File: src/rtl/sw_cfg_pkg.sv
package sw_cfg_pkg;
  typedef enum logic {
    FC_HOP = 1'b0,
    FC_E2E = 1'b1
  } fc_mode_e;
endpackage

File: src/rtl/sw_lane_mux.sv
module sw_lane_mux #(
  parameter int LANES  = 8,
  parameter int DATA_W = 8,
  parameter int SRC_W  = 3
) (
  input  logic [SRC_W-1:0]        sel_i,
  input  logic [LANES-1:0]        valid_i,
  input  logic [LANES*DATA_W-1:0] data_i,
  input  logic [LANES-1:0]        ready_i,
  output logic                    valid_o,
  output logic [DATA_W-1:0]       data_o,
  output logic                    ready_o
);
  always_comb begin
    valid_o = 1'b0;
    data_o  = '0;
    ready_o = 1'b0;
    for (int i = 0; i < LANES; i++) begin
      if (sel_i == SRC_W'(i)) begin
        valid_o = valid_i[i];
        data_o  = data_i[i*DATA_W +: DATA_W];
        ready_o = ready_i[i];
      end
    end
  end
endmodule

File: src/rtl/sw_out_stage.sv
module sw_out_stage #(
  parameter int DATA_W = 8
) (
  input  logic              clk_i,
  input  logic              rst_ni,
  input  logic              push_i,
  input  logic [DATA_W-1:0] data_i,
  output logic              ready_o,
  output logic              valid_o,
  output logic [DATA_W-1:0] data_o,
  input  logic              ready_i
);
  logic              main_v, skid_v;
  logic [DATA_W-1:0] main_d, skid_d;

  assign ready_o = !skid_v;
  assign valid_o = main_v;
  assign data_o  = main_d;

  always_ff @(posedge clk_i or negedge rst_ni) begin
    if (!rst_ni) begin
      main_v <= 1'b0;
      skid_v <= 1'b0;
      main_d <= '0;
      skid_d <= '0;
    end else if (!main_v || ready_i) begin
      if (skid_v) begin
        main_v <= 1'b1;
        main_d <= skid_d;
        skid_v <= 1'b0;
      end else begin
        main_v <= push_i;
        if (push_i) main_d <= data_i;
      end
    end else if (push_i) begin
      skid_v <= 1'b1;
      skid_d <= data_i;
    end
  end


  stall_hold_chk: assert property (@(posedge clk_i) disable iff (!rst_ni)
    valid_o && !ready_i |=> valid_o && $stable(data_o));


  no_overflow_chk: assert property (@(posedge clk_i) disable iff (!rst_ni)
    push_i |-> !skid_v);
endmodule

File: src/rtl/sw_ack_return.sv
module sw_ack_return #(
  parameter int LANES = 8,
  parameter int SRC_W = 3
) (
  input  logic                   clk_i,
  input  logic                   rst_ni,
  input  logic                   e2e_i,
  input  logic [LANES-1:0]       used_i,
  input  logic [LANES*SRC_W-1:0] src_i,
  input  logic [LANES-1:0]       ack_i,
  output logic [LANES-1:0]       ack_o
);
  logic [LANES-1:0] ack_d;

  always_comb begin
    ack_d = '0;
    for (int i = 0; i < LANES; i++) begin
      for (int o = 0; o < LANES; o++) begin
        if (used_i[o] && ack_i[o] && src_i[o*SRC_W +: SRC_W] == SRC_W'(i))
          ack_d[i] = e2e_i;
      end
    end
  end

  always_ff @(posedge clk_i or negedge rst_ni) begin
    if (!rst_ni) ack_o <= '0;
    else         ack_o <= ack_d;
  end
endmodule

File: src/rtl/static_stream_switch.sv
module static_stream_switch
  import sw_cfg_pkg::*;
#(
  parameter int NUM_PORTS = 4,
  parameter int LINKS     = 2,
  parameter int DATA_W    = 8,
  localparam int LANES    = NUM_PORTS * LINKS,
  localparam int SRC_W    = (LANES > 1) ? $clog2(LANES) : 1
) (
  input  logic                    clk_i,
  input  logic                    rst_ni,
  input  logic                    fc_mode_i,
  input  logic [LANES*SRC_W-1:0]  cfg_src_i,
  input  logic [LANES-1:0]        cfg_used_i,
  input  logic [LANES-1:0]        in_valid_i,
  input  logic [LANES*DATA_W-1:0] in_data_i,
  output logic [LANES-1:0]        in_ready_o,
  output logic [LANES-1:0]        out_valid_o,
  output logic [LANES*DATA_W-1:0] out_data_o,
  input  logic [LANES-1:0]        out_ready_i,
  input  logic [LANES-1:0]        ack_i,
  output logic [LANES-1:0]        ack_o
);
  if (LINKS < 1 || LINKS > 3) begin : g_bad_links
    $error("LINKS must be 1, 2 or 3");
  end

  fc_mode_e         fc_mode;
  logic             fc_e2e;
  logic [LANES-1:0] stage_rdy, stage_vld;

  assign fc_mode = fc_mode_e'(fc_mode_i);
  assign fc_e2e  = (fc_mode == FC_E2E);

  // An input advances only when every used output that selects it has room.
  always_comb begin
    for (int i = 0; i < LANES; i++) begin
      in_ready_o[i] = 1'b1;
      for (int o = 0; o < LANES; o++) begin
        if (cfg_used_i[o] && cfg_src_i[o*SRC_W +: SRC_W] == SRC_W'(i))
          in_ready_o[i] = in_ready_o[i] & stage_rdy[o];
      end
    end
  end

  for (genvar o = 0; o < LANES; o++) begin : g_out
    logic              sel_v, sel_r, push;
    logic [DATA_W-1:0] sel_d;

    sw_lane_mux #(.LANES(LANES), .DATA_W(DATA_W), .SRC_W(SRC_W)) u_mux (
      .sel_i   (cfg_src_i[o*SRC_W +: SRC_W]),
      .valid_i (in_valid_i),
      .data_i  (in_data_i),
      .ready_i (in_ready_o),
      .valid_o (sel_v),
      .data_o  (sel_d),
      .ready_o (sel_r)
    );

    assign push = cfg_used_i[o] && sel_v && sel_r;

    sw_out_stage #(.DATA_W(DATA_W)) u_stage (
      .clk_i   (clk_i),
      .rst_ni  (rst_ni),
      .push_i  (push),
      .data_i  (sel_d),
      .ready_o (stage_rdy[o]),
      .valid_o (stage_vld[o]),
      .data_o  (out_data_o[o*DATA_W +: DATA_W]),
      .ready_i (fc_e2e || out_ready_i[o])
    );

    assign out_valid_o[o] = stage_vld[o] && cfg_used_i[o];
  end

  sw_ack_return #(.LANES(LANES), .SRC_W(SRC_W)) u_ack (
    .clk_i  (clk_i),
    .rst_ni (rst_ni),
    .e2e_i  (fc_e2e),
    .used_i (cfg_used_i),
    .src_i  (cfg_src_i),
    .ack_i  (ack_i),
    .ack_o  (ack_o)
  );


  e2e_ready_chk: assert property (@(posedge clk_i) disable iff (!rst_ni)
    fc_e2e && $past(fc_e2e) |-> &in_ready_o);


  ack_mode_chk: assert property (@(posedge clk_i) disable iff (!rst_ni)
    (ack_o != '0) |-> $past(fc_e2e));
endmodule

File: config.mk
export PLATFORM = sky130hd
export DESIGN_NAME = static_stream_switch
export DESIGN_NICKNAME = d
export VERILOG_FILES = /design/src/rtl/sw_cfg_pkg.sv /design/src/rtl/sw_lane_mux.sv /design/src/rtl/sw_out_stage.sv /design/src/rtl/sw_ack_return.sv /design/src/rtl/static_stream_switch.sv
export SDC_FILE = /design/constraint.sdc
export NUM_CORES = 1
export LEC_CHECK = 0
export ABC_AREA = 1
export BUFFER_PORTS_ARGS = -buffer_cell sky130_fd_sc_hd__clkbuf_2
export CORE_MARGIN = 1
export CORE_UTILIZATION = 45
export CTS_CLUSTER_DIAMETER = 80
export DETAILED_ROUTE_END_ITERATION = 6
export GPL_TIMING_DRIVEN = 0
export PLACE_DENSITY_LB_ADDON = 0.08
export SYNTH_ARGS = -nofsm -noshare
export SYNTH_HDL_FRONTEND = slang
export SYNTH_HIERARCHICAL = 1
export SYNTH_SLANG_ARGS = --single-unit
File: constraint.sdc
create_clock -name clk_i -period 2.47 [get_ports clk_i]
set_input_delay 0.1235 -clock clk_i [delete_from_list [all_inputs] [get_ports clk_i]]
set_output_delay 0.1235 -clock clk_i [all_outputs]
set_load 0.02 [all_outputs]
==> metrics.yaml, run 1 <==
status: "finished, violations left"
violations: "setup timing"
hold_viol_final: 0
post-route-util: 0.5701
min_path_type: "primary input to flop"
setup_violations: 7
ant_nets: 0
highest_layer: "met4"
vdd_drop_max_v: 0.0005335
crit_family: "simple AND/OR/NAND/NOR gates"
drt-met1-wl_um: 26880
critical_path_arrival_ns: 2.83
wl_per_cell_um: 21.60
antenna_cells: 0
grt.overflow.total: 0
fmax_ghz: 0.4024
vias: 18740
port_buffers: 210
dieArea_mm2: 0.03402
num_io_pins: 211
dpl.hpwl_um: 47360
crit_buf_inv: 3
synth_common_cells: "1032 x nand2_1, 353 x nor2_1, 337 x nand4_1"
clock-root-buffer: "clkbuf_16"
tightest_slew_ns: 0.6792
cp_slowest_cell: "dfrtp_2"
seq_area_frac_synth: 0.2539
synth.most_common_cell: "nand2_1"
min_period_over_period: 1.006
clock_latency_ns: 0.46
cts.sinks: 152
route.met3.wl_um: 7966
synth_area_mm2: 0.01498
setup.worst_path.end_class: "flop"
final_layout_size_suffix_gt1_frac: 0.2462
grt_max_degree: 86
antenna_found_initial: 2
rows: 66
ys_ff_latch: 152
power.density_mw_per_mm2: 533.9
yosysWarnings: 6
initial_core_util: 0.4592
p_leak_nw: 9.956
finalClockSkew_ns: 0.01038
worst_slack_ns: -0.01502
dr.pass1.iters: 6
ys_types: 26
nets: 2918
power_w: 0.009927
avgViaCountPerCell: 5.766
drtIter0Drc: 2132
yosysTopAreaCell: "nand2_1"
cp-start-kind: "flop"
dr_wl_met2_um: 30240
synth_edf_count: 0
holdWs_ns: 0.1476
synth-async-reset-ratio: 1.000
grt_pass1_vias: 16930
synth_area_leaders: "nand2_1 26%, dfrtp_1 25%, nand4_1 14%, nor2_1 8.8%, inv_1 5.4%"
gp_congestion: 1.033
avgSynthCellArea_um2: 5.958
grt_first_pass_wirelength_um: 102800
drc: 0
critical_path_class: "flop to flop"
synth_cells: 2514
cp_slowest_stage_delay_ns: 0.45
synth_fp_nets: 2637
required_ns: 2.82
rsz0062_at_grt: "yes"
yosysTopAreaCellShare: 0.2586
stdcell_count: 3249
core-area_mm2: 0.03262
final.min_clock_period_ns: 2.485
critPathMaxFanout: 8
grtUsageTotal: 0.4129
cts_buffers: 17
cts_tree: "yes"
clk_pin_slew_worst_paths_ns: 0.07
die_x_um: 184.4
area_growth_pct: 24.15
maxCapViolations: 0
place_inst: 3167
clock_path_buffers: 2
die_h_um: 184.4
drt_wl_total_um: 70180
synth_top_flop_cell: "dfrtp_1"
drv_slew: 0
htreeDepth: 4
post-place-ws_ns: -0.7190
crit_chain: "inv_8 -> nand3b_1 -> nor2_1 -> nor2_1 -> nand2_1 -> nor2_4 -> buf_12 -> nand4_1 -> nand4_1 -> nor2_1 -> nand4_1 -> nand2_2 -> nor2_4 -> inv_4 -> nand2_4 -> nand2_8 -> nand2_2 -> nand2_1"
slew_headroom: 0.5448
[registers in the layout (all words and copies together) (netlist names)]
signal                 cells
g_out.u_stage/data_o      64
g_out.u_stage/valid_o      8
g_out.u_stage/skid_d      64
g_out.u_stage/skid_v       8
u_ack/ack_o                8
[cell families after synthesis]
group	share of synthesized area
compound gates	0.009356
simple gates	0.6307
buf+inv	0.1060
flops	0.2539
[repair_timing]
item                                    CTS  global route
endpoints found under the hold margin    67             0
pin swaps                                25           126
resized for setup                        56           211
hold buffers                              1             0
endpoints found under the setup margin  152           136
setup buffers                            32            20
gates cloned                              0             1
[placed cells by master, fill, tap and decap left out, drive strengths merged, types with 2 or more instances in the layout]
cell / instances
clkbuf: 269
clkinvlp: 3
a21oi: 4
nor2: 396
nand3: 149
buf: 106
inv: 253
o211ai: 16
nand2: 1065
nand4: 337
clkinv: 9
bufinv: 3
or2: 8
nor3: 32
nand3b: 2
dfrtp: 152
[through the flow]
step                area (um^2)  setup TNS (ns)
floorplan                 15020               0
global placement          16620         -309.15
detailed placement        16660          -87.57
CTS                       17790        -0.01052
global route              18600          -12.72
finish                    18600        -0.03966
[layout make-up]
type	instances	area [um^2]
sequential	152	3807
buffer	93	586.8
clock inverter	13	155.1
fill	3258	14020
clock buffer	18	429.2
timing repair buffer	265	1634
multi-input combinational	2011	10360
tap	442	553.0
inverter	255	1067
[power breakdown]
group,internal [W],switching [W]
Clock,0.00157,0.00112
Combinational,0.00117,0.00259
Sequential,0.00307,0.000410
[metal layers]
layer / global-route usage / vias to the layer above
li1: - / 8732
met1: 0.5100 / 8598
met2: 0.6198 / 1072
met3: 0.1288 / 333
met4: 0.2653 / 0
met5: 0 / -
[worst min-delay path, cell delays in order]
cell and delay (ns):
clkbuf_2 0.07, or2_2 0.12, inv_1 0.07, nand2_4 0.13, nor2_1 0.06
[worst paths after layout]
kind                                                  from                          to  slack [ns]  depth (start not counted)
worst max-delay path               g_out[7].u_stage/skid_v  g_out[6].u_stage/data_o[7]       -0.02                         18
max in group asynchronous                           rst_ni     g_out[7].u_stage/skid_v        1.36                          3
worst min register to register  g_out[7].u_stage/data_o[6]  g_out[7].u_stage/data_o[6]        0.48                          2
worst min-delay path                        out_ready_i[2]     g_out[2].u_stage/skid_v        0.15                          5
worst max register to register     g_out[7].u_stage/skid_v  g_out[6].u_stage/data_o[7]       -0.02                         18
min in group asynchronous                           rst_ni  g_out[0].u_stage/data_o[4]        0.23                          2
Note: power is estimated with default switching activity, not from simulation.
==> run 2: changes to the inputs <==
- GPL_TIMING_DRIVEN: 0 -> not set
==> run 2 against run 1 <==
The flow finishes with violations (DRC). Critical path depth up 2. Clock power down 4%. Register-to-register slack better by 0.06 ns. Sequential power about the same. Die area unchanged. Cell area down 1.9%. Power down 2.4%. Critical path type unchanged. Critical endpoint is now g_out[1].u_stage/data_o[2]. Largest power group unchanged.
==> metrics.yaml, run 2 (synthesis results as in run 1) <==
crit_family: "simple AND/OR/NAND/NOR gates"
final_layout_size_suffix_gt1_frac: 0.2305  # -0.01570
gp_congestion: 0.9865  # -4.5%
reg2reg_from: "g_out[1].u_stage/skid_v"
nets: 2904  # -0.48%
port_buffers: 210  # unchanged
power_w: 0.009693  # -2.4%
busiest_layer: "met2"
grt_max_degree: 86  # unchanged
crit_buf_inv: 5  # +2
met3_usage: 0.1002  # -0.02865
power.density_mw_per_mm2: 531.5  # -0.45%
p_leak_nw: 9.983  # +0.27%
hold_viol_final: 0  # unchanged
path_depth: 20  # +2
core-area_mm2: 0.03262  # unchanged
vdd_drop_max_v: 0.0005862  # +9.9%
drc: 1  # +1
worst-r2r-cell-count: 20  # +2
place_inst: 3198  # +0.98%
dieArea_mm2: 0.03402  # unchanged
critPathMaxFanout: 8  # unchanged
area_growth_pct: 21.76
required_ns: 2.81  # about the same
critical_path_class: "flop to flop"
grt_use_met2: 0.5825  # -0.03728
layout.cells.most_common_list: "950 x nand2_1, 337 x nand4_1, 324 x nor2_1"
multi_input_area_mm2: 0.01011  # -2.4%
sequentialPowerShare: 0.355  # +0.005
status: "finished, violations left"
rows: 66  # unchanged
regArea_mm2: 0.003804  # about the same
wl_per_cell_um: 20.14  # -6.8%
grtUsageMet1: 0.4740  # -0.03601
clock-root-buffer: "clkbuf_16"
internal_power_w: 0.005739  # -1.3%
p_sw_frac: 0.4079  # -0.006646
htreeDepth: 4  # unchanged
switchingPower_w: 0.003953  # -3.9%
power.share.clock: 0.267  # -0.004
antenna_found_initial: 0  # -2
ant_nets: 0  # unchanged
cp_slowest_cell: "dfrtp_1"
grt_first_pass_wirelength_um: 96080  # -6.5%
maxCapViolations: 0  # unchanged
crit_top_cell: "nand4_1"
cp-start-kind: "flop"
die_x_um: 184.4  # unchanged
die_h_um: 184.4  # unchanged
setup_violations: 0  # -7
grt_pass1_vias: 16360  # -3.4%
drv_slew: 0  # unchanged
r2r-end: "g_out[1].u_stage/data_o[2]"
clk_pin_slew_worst_paths_ns: 0.07  # about the same
setup.worst_path.end_class: "flop"
clock_latency_ns: 0.46  # about the same
layout_commonest_cell: "nand2_1"
avgViaCountPerCell: 5.687  # -1.4%
cts.sinks: 152  # unchanged
clock_path_buffers: 2  # unchanged
final.min_clock_period_ns: 2.423  # -0.06209 ns
crit_chain: "inv_4 -> inv_4 -> nand3_4 -> nor2_4 -> nor2_4 -> nand2_1 -> nor2_2 -> buf_6 -> nand4_1 -> nand4_1 -> nor2_1 -> nand4_1 -> nand2_1 -> nor2_2 -> buf_12 -> inv_8 -> nand2_8 -> nand2_8 -> nand2_2 -> nand2_2"
min_to: "g_out[0].u_stage/skid_v"
rsz0062_at_grt: "yes"
dpl.hpwl_um: 46750  # -1.3%
dpl_cell_area_mm2: 0.01706  # +2.4%
vias: 18400  # -1.8%
finalClockSkew_ns: 0.01125  # +0.0008730 ns
drtIter0Drc: 1954  # -8.3%
final.fill_count: 3312  # +1.7%
startpoint: "g_out[1].u_stage/skid_v"
hp-start: "out_ready_i[0]"
fmax_ghz: 0.4127  # +2.6%
hold_depth: 5  # unchanged
cp_slowest_stage_delay_ns: 0.43  # -0.02 ns
stdcell_count: 3235  # -0.43%
min_path_type: "primary input to flop"
stdcell_area_mm2: 0.01824  # -1.9%
cts_buffers: 17  # unchanged
r2r_setup_slack_ns: 0.05  # +0.06 ns
dr.pass1.iters: 7  # +1
initial_core_util: 0.4592  # unchanged
num_io_pins: 211  # unchanged
violations: "DRC"
grtUsageTotal: 0.3801  # -0.03279
min_period_over_period: 0.9809  # -0.02514
drt_wl_total_um: 65140  # -7.2%
combPwrFrac: 0.378  # about the same
slew_headroom: 0.4698  # -0.07492
tightest_slew_ns: 0.7923  # +0.1131 ns
critical_path_arrival_ns: 2.77  # -0.06 ns
grt.overflow.total: 0  # unchanged
cts_tree: "yes"
[run 2: worst max path at each step]
stage	end
after floorplan	g_out[2].u_stage/data_o[0]
after global placement	g_out[4].u_stage/skid_d[0]
after detailed placement	g_out[4].u_stage/skid_d[3]
after CTS	g_out[1].u_stage/data_o[2]
after global routing	g_out[6].u_stage/data_o[2]
final	g_out[1].u_stage/data_o[2]
[run 2: metrics by stage]
step	setup slack (ns)	TNS (ns)	util	hold slack, ns
2_1_floorplan	0.03523	0	-	-0.1721
3_3_place_gp	-0.04172	-1.115	0.5230	0.1365
3_5_place_dp	-0.07106	-1.997	0.5230	0.1359
4_1_cts	0.008374	0	0.5411	0.1089
5_1_grt	-0.1182	-5.098	0.5589	0.1373
6_report	0.04707	0	0.5591	0.1202
[run 2: area by class of cell]
| class | instances | area share |
|---|---|---|
| multi-input cells | 2011 | 0.5546 |
| flip-flops and latches | 152 | 0.2086 |
| repair buffers | 344 | 0.1196 |
| inverters | 255 | 0.05591 |
| well taps | 442 | 0.03032 |
| clock buffers | 21 | 0.02525 |
| clock inverters | 7 | 0.005351 |
| diodes | 3 | 0.0004116 |
[run 2: worst register-to-register path, stage by stage, from the launching register on]
cell	delay (ns)
dfrtp_1	0.43
inv_4	0.14
inv_4	0.05
nand3_4	0.08
nor2_4	0.05
nor2_4	0.12
nand2_1	0.07
nor2_2	0.14
buf_6	0.19
nand4_1	0.11
nand4_1	0.12
nor2_1	0.05
nand4_1	0.09
nand2_1	0.07
nor2_2	0.14
buf_12	0.14
inv_8	0.04
nand2_8	0.07
nand2_8	0.09
nand2_2	0.08
nand2_2	0.06
[run 2: power by group through the flow]
stage	clock network [W]	registers, W	logic (W)
6_report	0.00259	0.00344	0.00366
5_1_grt	0.00275	0.00351	0.00397
4_1_cts	0.00264	0.00338	0.00346
3_5_place_dp	0	0.00341	0.00344
3_3_place_gp	0	0.00340	0.00340
2_1_floorplan	0	0.00384	0.00163
[run 2: repair_timing]
| action | CTS | global route |
|---|---|---|
| hold buffers | 1 | 0 |
| setup endpoints to repair | 86 | 141 |
| gates resized for setup | 6 | 158 |
| setup buffers | 0 | 5 |
| pin swaps | 3 | 72 |
| hold endpoints to repair | 152 | 0 |
[run 2: routing by layer]
metal | routed length, um | vias to the layer above | share of wire
met5 | 0 | - | 0
met1 | 25590 | 8409 | 0.39
met4 | 4487 | 0 | 0.069
met3 | 6975 | 282 | 0.11
li1 | - | 8694 | -
met2 | 28090 | 1011 | 0.43
==> run 3: changes to the inputs <==
- CTS_BUF_LIST: not set -> sky130_fd_sc_hd__clkbuf_16
==> run 3 against run 2 <==
The run still ends with DRC left. Worst hold slack gained 0.0022 ns. First-iteration DRC count grew 2.5%. Sequential power is essentially flat. Via count grew 0.20%. Register-to-register slack is essentially flat.
==> metrics.yaml, run 3 (synthesis results as in run 1) <==
status: "finished, violations left"
violations: "DRC"
antenna_found_initial: 0  # unchanged
clock_latency_ns: 0.46  # about the same
rsz0062_at_grt: "yes"
fmax_ghz: 0.4129  # about the same
required_ns: 2.81  # about the same
reg2reg_from: "g_out[1].u_stage/skid_v"
critPathMaxFanout: 8  # unchanged
min_path_type: "primary input to flop"
die_h_um: 184.4  # unchanged
dieArea_mm2: 0.03402  # unchanged
cts_buffers: 17  # unchanged
dr_wl_met2_um: 27940  # -0.56%
drtIter0Drc: 2002  # +2.5%
drc: 9  # +8
setup_violations: 0  # unchanged
cts_tree: "yes"
tns_ns: 0  # unchanged
clock-root-buffer: "clkbuf_16"
drv_slew: 0  # unchanged
critical_path_class: "flop to flop"
cts.sinks: 152  # unchanged
grtUsageTotal: 0.3800  # about the same
cp_slowest_stage_delay_ns: 0.43  # about the same
cp_slowest_cell: "dfrtp_1"
vias: 18430  # +0.20%
dpl.hpwl_um: 46750  # unchanged
dpl_cell_area_mm2: 0.01706  # unchanged
die_x_um: 184.4  # unchanged
initial_core_util: 0.4592  # unchanged
layout_commonest_cell: "nand2_1"
drt-met1-wl_um: 25160  # -1.7%
post-route-util: 0.5584  # -0.0006900
final.min_clock_period_ns: 2.422  # -0.0009113 ns
hold_viol_final: 0  # unchanged
maxCapViolations: 0  # unchanged
gp_congestion: 0.9865  # unchanged
grt.overflow.total: 0  # unchanged
grt_max_degree: 86  # unchanged
crit_top_cell: "nand4_1"
clock_path_buffers: 2  # unchanged
highest_layer: "met4"
power.density_mw_per_mm2: 528.0  # -0.66%
htreeDepth: 4  # unchanged
tightest_slew_ns: 0.8063  # +0.01395 ns
cp-start-kind: "flop"
dr.pass1.iters: 7  # unchanged
min_period_over_period: 0.9806  # about the same
area_growth_pct: 21.61
ant_nets: 0  # unchanged
finalClockSkew_ns: 0.01071  # -0.0005477 ns
grt_first_pass_wirelength_um: 96030  # about the same
final.fill_count: 3320  # +0.24%
startpoint: "g_out[1].u_stage/skid_v"
drt_wl_total_um: 65200  # about the same
crit_chain: "inv_4 -> inv_4 -> nand3_4 -> nor2_4 -> nor2_4 -> nand2_1 -> nor2_2 -> buf_6 -> nand4_1 -> nand4_1 -> nor2_1 -> nand4_1 -> nand2_1 -> nor2_2 -> buf_12 -> inv_8 -> nand2_8 -> nand2_8 -> nand2_2 -> nand2_2"
r2r_setup_slack_ns: 0.05  # about the same
vdd_drop_max_v: 0.0005815  # -0.81%
clk_pin_slew_worst_paths_ns: 0.07  # about the same
grt_pass1_vias: 16350  # -0.031%
stdcell_count: 3234  # -0.031%
setup.worst_path.end_class: "flop"
stdcell_area_mm2: 0.01822  # -0.12%
p_leak_nw: 9.980  # about the same
final_layout_size_suffix_gt1_frac: 0.2297  # -0.0007168
critical_path_arrival_ns: 2.76  # about the same
nets: 2904  # unchanged
port_buffers: 210  # unchanged
place_inst: 3198  # unchanged
route.met3.wl_um: 7462  # +7.0%
slew_headroom: 0.4605  # -0.009334
rows: 66  # unchanged
avgViaCountPerCell: 5.699  # +0.23%
hp-start: "out_ready_i[0]"
num_io_pins: 211  # unchanged
wl_per_cell_um: 20.16  # +0.12%
core-area_mm2: 0.03262  # unchanged
layout.cells.most_common_list: "950 x nand2_1, 337 x nand4_1, 324 x nor2_1"
## run 3: final timing paths
path,endpoint,cells past startpoint
worst max register to register,g_out[1].u_stage/data_o[2],20
worst max-delay path,g_out[1].u_stage/data_o[2],20
worst min-delay path,g_out[0].u_stage/skid_v,5
max in group asynchronous,g_out[7].u_stage/skid_v,3
worst min register to register,g_out[1].u_stage/skid_d[2],2
min in group asynchronous,g_out[0].u_stage/data_o[6],3
## run 3: metrics by stage
step	setup slack, ns	hold WS [ns]	power, W
finish	0.04798	0.1224	0.009617
global route	-0.1182	0.1371	0.01016
CTS	0.007508	0.1086	0.009410
detailed placement	-0.07106	0.1359	0.006852
global placement	-0.04172	0.1365	0.006797
floorplan	0.03523	-0.1721	0.005468
## run 3: power by group
group          total (W)  switching, W  internal (W)
Clock            0.00251       0.00107       0.00145
Combinational    0.00366       0.00250       0.00116
Sequential       0.00344      0.000376       0.00306
Total            0.00962       0.00395       0.00567
## run 3: what timing repair did
action / 4_1_cts / 5_1_grt
setup buffers: 0 / 5
endpoints found under the hold margin: 152 / 0
hold buffers: 1 / 0
resized for setup: 6 / 158
setup endpoints to repair: 87 / 141
pin swaps: 3 / 72
## run 3: cell type report
type                            instances  area (um^2)  share of cell area
Antenna cell                            2        5.005           0.0002748
Clock buffer                           17        425.4             0.02335
Clock inverter                         11        112.6            0.006182
Inverter                              255         1020             0.05598
Multi-Input combinational cell       2011        10110              0.5553
Sequential cell                       152         3804              0.2088
Tap cell                              442        553.0             0.03036
Timing Repair Buffer                  344         2181              0.1197
## run 3: critical path, delay by kind of cell, from the launching register on
family                 cells  cell delay, ns
and+or+nand+nor           15            1.31
DFF                        1            0.43
buffers and inverters      5            0.55
## run 3: routing by layer
metal | track usage | up-vias
met1 | 0.4737 | 8390
met5 | 0 | -
met2 | 0.5822 | 1050
met3 | 0.1002 | 299
met4 | 0.2370 | 0
li1 | - | 8693
